--- config.mk ---
export PLATFORM = sky130hd
export DESIGN_NAME = scan_param_calc
export DESIGN_NICKNAME = d
export VERILOG_FILES = /design/src/rtl/scan_pkg.sv /design/src/rtl/scan_mul.sv /design/src/rtl/scan_corner_table.sv /design/src/rtl/scan_param_calc.sv
export SDC_FILE = /design/constraint.sdc
export NUM_CORES = 2
export LEC_CHECK = 0
export BUFFER_PORTS_ARGS = -buffer_cell sky130_fd_sc_hd__buf_2
export CORE_MARGIN = 2
export CORE_UTILIZATION = 65
export CTS_CLUSTER_DIAMETER = 120
export DETAILED_ROUTE_END_ITERATION = 8
export PLACE_DENSITY = 0.84
export SLEW_MARGIN = 20
export SYNTH_ARGS = -nofsm -noshare
export SYNTH_HDL_FRONTEND = slang
export SYNTH_HIERARCHICAL = 1
export SYNTH_SLANG_ARGS = --single-unit
--- constraint.sdc ---
create_clock -name clk -period 18.17 [get_ports clk]
set_input_delay 2.7255 -clock clk [delete_from_list [all_inputs] [get_ports clk]]
set_output_delay 2.7255 -clock clk [all_outputs]
set_load 0.01 [all_outputs]
--- src/rtl/scan_pkg.sv ---
package scan_pkg;
  typedef enum logic [2:0] {
    ST_IDLE = 3'd0,
    ST_LINE = 3'd1,
    ST_ACOL = 3'd2,
    ST_BROW = 3'd3,
    ST_FIN  = 3'd4
  } scan_state_t;

  // log2 of the element size in bytes; the invalid code maps to 0
  function automatic logic [1:0] esize_shift(input logic [1:0] code);
    return (code == 2'd3) ? 2'd0 : code;
  endfunction

  // a zero factor stands for one
  function automatic logic [7:0] nz_scale(input logic [7:0] s);
    return (s == 8'd0) ? 8'd1 : s;
  endfunction

  // true when a 32-bit two's complement value fits in 16 bits
  function automatic logic fits_s16(input logic [31:0] v);
    return (v[31:15] == 17'h00000) || (v[31:15] == 17'h1FFFF);
  endfunction
endpackage

--- src/rtl/scan_mul.sv ---
module scan_mul #(
  parameter int DW = 32
) (
  input  logic [DW-1:0] op_a,
  input  logic [DW-1:0] op_b,
  output logic [DW-1:0] prod
);
  // low half of the product: all address math is modulo 2^DW
  assign prod = op_a * op_b;
endmodule

--- src/rtl/scan_corner_table.sv ---
module scan_corner_table #(
  parameter int AW = 32
) (
  input  logic [1:0]    rot,
  input  logic          mir,
  input  logic [AW-1:0] base,
  input  logic [AW-1:0] col_span,   // (W-1) * pixel step
  input  logic [AW-1:0] row_span,   // (H-1) * line stride
  input  logic [AW-1:0] pix_step,   // xscale * esize
  input  logic [AW-1:0] line_step,  // vwidth * yscale * esize
  input  logic [AW-1:0] esize,
  output logic [AW-1:0] first_a,
  output logic [AW-1:0] last_a,
  output logic [AW-1:0] ei_full,
  output logic [AW-1:0] fi_full
);
  logic [AW-1:0] first_off, last_off, ei_raw, fi_raw;
  logic [AW-1:0] adj;

  assign adj = esize - 1'b1;

  always_comb begin
    first_off = '0;
    last_off  = '0;
    ei_raw    = '0;
    fi_raw    = '0;
    unique case ({rot, mir})
      3'b000: begin first_off = '0;                  last_off = col_span + row_span;
                    ei_raw = pix_step;               fi_raw = line_step - col_span; end
      3'b001: begin first_off = col_span;            last_off = row_span;
                    ei_raw = -pix_step;              fi_raw = col_span + line_step; end
      3'b010: begin first_off = row_span;            last_off = col_span;
                    ei_raw = -line_step;             fi_raw = pix_step + row_span; end
      3'b011: begin first_off = col_span + row_span; last_off = '0;
                    ei_raw = -line_step;             fi_raw = row_span - pix_step; end
      3'b100: begin first_off = col_span + row_span; last_off = '0;
                    ei_raw = -pix_step;              fi_raw = col_span - line_step; end
      3'b101: begin first_off = row_span;            last_off = col_span;
                    ei_raw = pix_step;               fi_raw = -col_span - line_step; end
      3'b110: begin first_off = col_span;            last_off = row_span;
                    ei_raw = line_step;              fi_raw = -pix_step - row_span; end
      default: begin first_off = '0;                 last_off = col_span + row_span;
                    ei_raw = line_step;              fi_raw = pix_step - row_span; end
    endcase
  end

  assign first_a = base + first_off;
  assign last_a  = base + last_off;
  assign ei_full = ei_raw - adj;
  assign fi_full = fi_raw - adj;
endmodule

--- src/rtl/scan_param_calc.sv ---
module scan_param_calc
  import scan_pkg::*;
#(
  parameter int AW = 32,
  parameter int DW = 16,
  parameter int SW = 8
) (
  input  logic          clk,
  input  logic          rst_n,
  input  logic          start,
  input  logic [AW-1:0] base_addr,
  input  logic [DW-1:0] pix_w,
  input  logic [DW-1:0] pix_h,
  input  logic [DW-1:0] line_w,
  input  logic [SW-1:0] x_scale,
  input  logic [SW-1:0] y_scale,
  input  logic [1:0]    esize_code,
  input  logic [2:0]    rot_code,
  input  logic          mirror,
  output logic [AW-1:0] addr_first,
  output logic [AW-1:0] addr_last,
  output logic [DW-1:0] elem_cnt,
  output logic [DW-1:0] frame_cnt,
  output logic [15:0]   elem_idx,
  output logic [AW-1:0] frame_idx,
  output logic          dbl_idx,
  output logic          done,
  output logic          err
);
  scan_state_t state;

  // latched request
  logic [AW-1:0] cfg_base;
  logic [DW-1:0] cfg_w, cfg_h, cfg_vw;
  logic [SW-1:0] cfg_xs, cfg_ys;
  logic [1:0]    cfg_esz;
  logic [2:0]    cfg_rot;
  logic          cfg_mir;

  // intermediate products
  logic [AW-1:0] line_q, col_q, row_q;

  // named internal events
  logic          take_req;
  logic          vw_short;
  logic          code_bad;
  logic [DW-1:0] vw_eff;
  logic [1:0]    sh;
  logic [AW-1:0] esize_b, pix_step;
  logic [AW-1:0] mul_a, mul_b, mul_p;
  logic [AW-1:0] t_first, t_last, t_ei, t_fi;

  assign take_req = (state == ST_IDLE) && start;
  assign vw_eff   = (cfg_vw == '0) ? cfg_w : cfg_vw;
  assign vw_short = vw_eff < cfg_w;
  assign code_bad = (cfg_esz == 2'd3) || cfg_rot[2];
  assign sh       = esize_shift(cfg_esz);
  assign esize_b  = AW'(1) << sh;
  assign pix_step = AW'(nz_scale(cfg_xs)) << sh;

  // operand steering for the one shared multiplier
  always_comb begin
    unique case (state)
      ST_LINE: begin mul_a = AW'(vw_eff);          mul_b = AW'(nz_scale(cfg_ys)); end
      ST_ACOL: begin mul_a = AW'(cfg_w) - 1'b1;    mul_b = pix_step;              end
      ST_BROW: begin mul_a = AW'(cfg_h) - 1'b1;    mul_b = line_q;                end
      default: begin mul_a = '0;                   mul_b = '0;                    end
    endcase
  end

  scan_mul #(.DW(AW)) u_mul (
    .op_a (mul_a),
    .op_b (mul_b),
    .prod (mul_p)
  );

  scan_corner_table #(.AW(AW)) u_table (
    .rot       (cfg_rot[1:0]),
    .mir       (cfg_mir),
    .base      (cfg_base),
    .col_span  (col_q),
    .row_span  (row_q),
    .pix_step  (pix_step),
    .line_step (line_q),
    .esize     (esize_b),
    .first_a   (t_first),
    .last_a    (t_last),
    .ei_full   (t_ei),
    .fi_full   (t_fi)
  );

  always_ff @(posedge clk or negedge rst_n) begin
    if (!rst_n) begin
      state    <= ST_IDLE;
      cfg_base <= '0; cfg_w  <= '0; cfg_h  <= '0; cfg_vw <= '0;
      cfg_xs   <= '0; cfg_ys <= '0; cfg_esz <= '0; cfg_rot <= '0; cfg_mir <= 1'b0;
      line_q   <= '0; col_q  <= '0; row_q  <= '0;
      addr_first <= '0; addr_last <= '0; elem_cnt <= '0; frame_cnt <= '0;
      elem_idx <= '0; frame_idx <= '0; dbl_idx <= 1'b0; done <= 1'b0; err <= 1'b0;
    end else begin
      done <= 1'b0;
      unique case (state)
        ST_IDLE: if (take_req) begin
          cfg_base <= base_addr; cfg_w <= pix_w; cfg_h <= pix_h; cfg_vw <= line_w;
          cfg_xs <= x_scale; cfg_ys <= y_scale; cfg_esz <= esize_code;
          cfg_rot <= rot_code; cfg_mir <= mirror;
          state <= ST_LINE;
        end
        ST_LINE: begin line_q <= mul_p << sh; state <= ST_ACOL; end
        ST_ACOL: begin col_q  <= mul_p;       state <= ST_BROW; end
        ST_BROW: begin row_q  <= mul_p;       state <= ST_FIN;  end
        ST_FIN: begin
          addr_first <= t_first;
          addr_last  <= t_last;
          elem_idx   <= t_ei[15:0];
          frame_idx  <= t_fi;
          elem_cnt   <= cfg_rot[0] ? cfg_h : cfg_w;
          frame_cnt  <= cfg_rot[0] ? cfg_w : cfg_h;
          dbl_idx    <= (cfg_rot != 3'd0) || cfg_mir || (cfg_vw != '0) ||
                        (cfg_xs != '0) || (cfg_ys != '0);
          err        <= code_bad || vw_short || !fits_s16(t_ei);
          done       <= 1'b1;
          state      <= ST_IDLE;
        end
        default: state <= ST_IDLE;
      endcase
    end
  end

  AST_DONE_ONE_CYCLE: assert property (@(posedge clk) disable iff (!rst_n)
    done |=> !done);
  AST_DONE_AFTER_FIN: assert property (@(posedge clk) disable iff (!rst_n)
    $rose(done) |-> $past(state == ST_FIN));
  AST_BAD_CODE_ERR: assert property (@(posedge clk) disable iff (!rst_n)
    (done && code_bad) |-> err);
  AST_SHORT_LINE_ERR: assert property (@(posedge clk) disable iff (!rst_n)
    (done && vw_short) |-> err);
  AST_COUNT_SWAP: assert property (@(posedge clk) disable iff (!rst_n)
    (done && cfg_rot[0]) |-> (elem_cnt == cfg_h && frame_cnt == cfg_w));
  AST_PLAIN_NO_DBL: assert property (@(posedge clk) disable iff (!rst_n)
    (done && cfg_rot == 3'd0 && !cfg_mir && cfg_vw == '0 && cfg_xs == '0 && cfg_ys == '0)
      |-> !dbl_idx);
endmodule

==> results.md <==
* Status: completed
* Slew Limit Headroom at between 15 and 20%
* Antenna-violating nets left at 0
* CP Data Arrival Time at between 10 and 15 ns
* Area grow syn2layout at 7.78%
* Vias in the first global route at approximately 49,000
* Worst EP required at roughly 19 ns
* Maximum clock rate at slightly below 0.09 GHz
* GRT overflow at 0
* Setup crit end kind: flip-flop
* Largest net degree at the start of global routing at approximately 180
* Final GP Congestion at ~1.1
* Drt drc at 0
* Max cap viols at 0
* Routed len/inst at 23.6 microns
* R2R depth at 34
* Min cycle time layout at roughly 11 ns
* Critical path class: reg -> reg
* Post-CTS setup buffer count at 0
* Core Area at about 82,000 sq um
* Clk_lat worst skew at 0.62 ns
* Die H at 292 microns
* Most frequent cells in the layout: 639 x nand2_1, 571 x inv_1, 483 x ha_1
* Sequential area share after synthesis at 16.1%
* Worst r2r src: state[1]
* Post-DP HPWL at roughly 150,000 microns
* Post-CTS Hold Fix Bufs at 0
* DP Area at 56,700 sq um
* Post-synth EDFFs at 0
* Total iterations of the first detailed-routing run at 6
* CTS buffer count at 41
* WL final at between 150,000 and 200,000 microns
* Post-Syn Instances at approximately 6,400
* Clk slew on worst S/H paths at 0.07 ns
* Total track usage at 42.3%
* #FFs+latches synth at around 350
* Commonest non-fill, non-tap cell in the layout: nand2_1
* Hold Path Stages at 1
* R2R Setup Slk at 6.92 ns
* Slowest CP cell: dfrtp_1
* Worst Hold End: addr_first[15]
* Placed cells at ~7,600
* Worst Tran Pin Value at about 1.2 ns
* Max clock buf depth at 3
* Io pins at between 200 and 300
* Antenna violations before repair at 8
* Syn. warnings at 6
* Synthesized area per cell at about 8.5 sq um
* Die width at about 290 microns
* Clock Skew at ~0.044 ns
* Port Buffers at 251
* Utilization after layout at a little under three quarters
* Hold Path Class: reg -> reg
* Final period utilization at about three fifths
* Vias/cell at approximately 6.4
* # rows at between 100 and 150
* Final hold vios at 0
* CTS root buf: clkbuf_16
* Count of different cell masters after synthesis at about 100
* Fin Setup TNS at 0 ns
* Final instance area at ~58,000 sq um
* Max incr delay on CP at between 0.7 and 0.8 ns
* Post-CTS Resized at 0
* Worst-path fanout max at 46
* Final-report max-slew violation count at 0
* CP startpoint kind: flip-flop
* Finished Layout Cells at 7,708
* Final setup viols at 0
* CTS tree: built
* DR vias at approximately 49,000
* Mapped Area at 54,000 sq um
* RR Endpoint: line_q[31]
* H-tree level count at 2
* Hold Startpoint: addr_first[15]
* Main synth FF type: dfrtp_1
* Layout cell share with drive strength beyond 1 at 11.8%
* RSZ-0062 raised after global routing: false
* Initial Utilization at between 60% and 70%
* Initial DRC Count at about 5,300
* Final nets at ~7,600
* Post-synth ARST share at 100%
* Global-route wire length before repair at between 200,000 and 300,000 microns
* Area of the die at 85,400 sq um
* TritonCTS Sinks at 348
* Most used cell, CP: fa_1
## metal layers
metal | share of wire (%) | track usage [%]
met1 | 39 | 55.4
met2 | 46 | 67.8
met3 | 9.8 | 8.35
met4 | 5.3 | 19.9
met5 | 0.030 | 0
## flip-flops by register name (all words and copies together) (netlist names), 3 cells and up
register    cells
addr_first     32
addr_last      32
cfg_base       32
col_q          32
frame_idx      32
line_q         32
row_q          32
cfg_h          16
cfg_vw         16
cfg_w          16
elem_cnt       16
elem_idx       16
frame_cnt      16
cfg_xs          8
cfg_ys          8
cfg_rot         3
state           3
## layout make-up
class                   count  area (sq um)
diodes                      3          7.51
clock buffers              53          1130
clock inverters            21           317
fillers                  6210         23900
inverters                 575          2160
multi-input cells        5292         42500
flip-flops and latches    348          8720
well taps                1070          1340
repair buffers            346          2010
## synth_stat cells, drive strengths merged, types with 19 or more instances
master	instances	share of area, %
a211oi	50	0.70
fa	418	15
mux2i	84	1.6
a221o	27	0.50
clkbuf	211	1.5
mux4	26	1.1
buf	83	0.72
a31oi	48	0.58
nand2	639	4.4
or3	29	0.35
nor2	441	3.1
nand2b	53	0.61
and2	411	4.8
o211ai	30	0.42
and3	38	0.44
nand3	95	0.89
a22oi	25	0.35
o31ai	19	0.26
nor3	100	0.97
nor4	34	0.41
o311ai	23	0.37
ha	485	11
nand4	33	0.38
xor2	143	2.3
o21a	61	0.85
xnor2	373	6.1
o21bai	46	0.64
o21ai	266	2.5
mux2	270	5.6
nor2b	46	0.53
a21oi	447	4.2
a21o	126	1.8
dfrtp	348	16
o22ai	55	0.65
inv	574	4.0
## stage by stage
stage          hold slack (ns)  setup WS, ns
2_1_floorplan            0.444          5.06
3_3_place_gp             0.485          7.18
3_5_place_dp             0.490          6.77
4_1_cts                  0.503          6.75
5_1_grt                  0.510          6.05
6_report                 0.499          6.92
## cell families (layout without fill, tap and decap cells)
family | count (synthesis) | after routing | share of synthesized area, %
XOR/XNOR | 516 | 516 | 8.40
buffers and inverters | 869 | 995 | 6.18
adder cells (fa/ha/maj) | 903 | 903 | 26.7
flip-flops | 348 | 348 | 16.1
other | 1 | 124 | 0.00694
AND/OR/NAND/NOR | 1982 | 1982 | 17.8
AO/OA/AOI/OAI | 1390 | 1390 | 16.5
multiplexers | 380 | 380 | 8.28
## how the worst max path moves through the flow
stage / end / start / slack [ns] / depth (start not counted)
after floorplan: line_q[31] / state[1] / 5.06 / 38
after global placement: line_q[31] / state[1] / 7.18 / 35
after detailed placement: line_q[31] / state[1] / 6.77 / 35
after CTS: line_q[31] / state[1] / 6.75 / 35
after global routing: line_q[31] / state[1] / 6.05 / 34
final: line_q[31] / state[1] / 6.92 / 34
## worst max-delay path, delay by kind of cell, from the launching register on
| kind | cells | cell delay [ns] |
|---|---|---|
| muxes | 2 | 0.75 |
| buffers and inverters | 5 | 0.48 |
| DFF | 1 | 0.74 |
| AOI/OAI and AO/OA | 9 | 2.36 |
| adders and majority gates | 10 | 4.59 |
| xor gates and xnor gates | 1 | 0.18 |
| and+or+nand+nor | 7 | 1.97 |
Power is not shown: default switching activity piles up to over one toggle a cycle in this logic, so the estimate is an artifact.
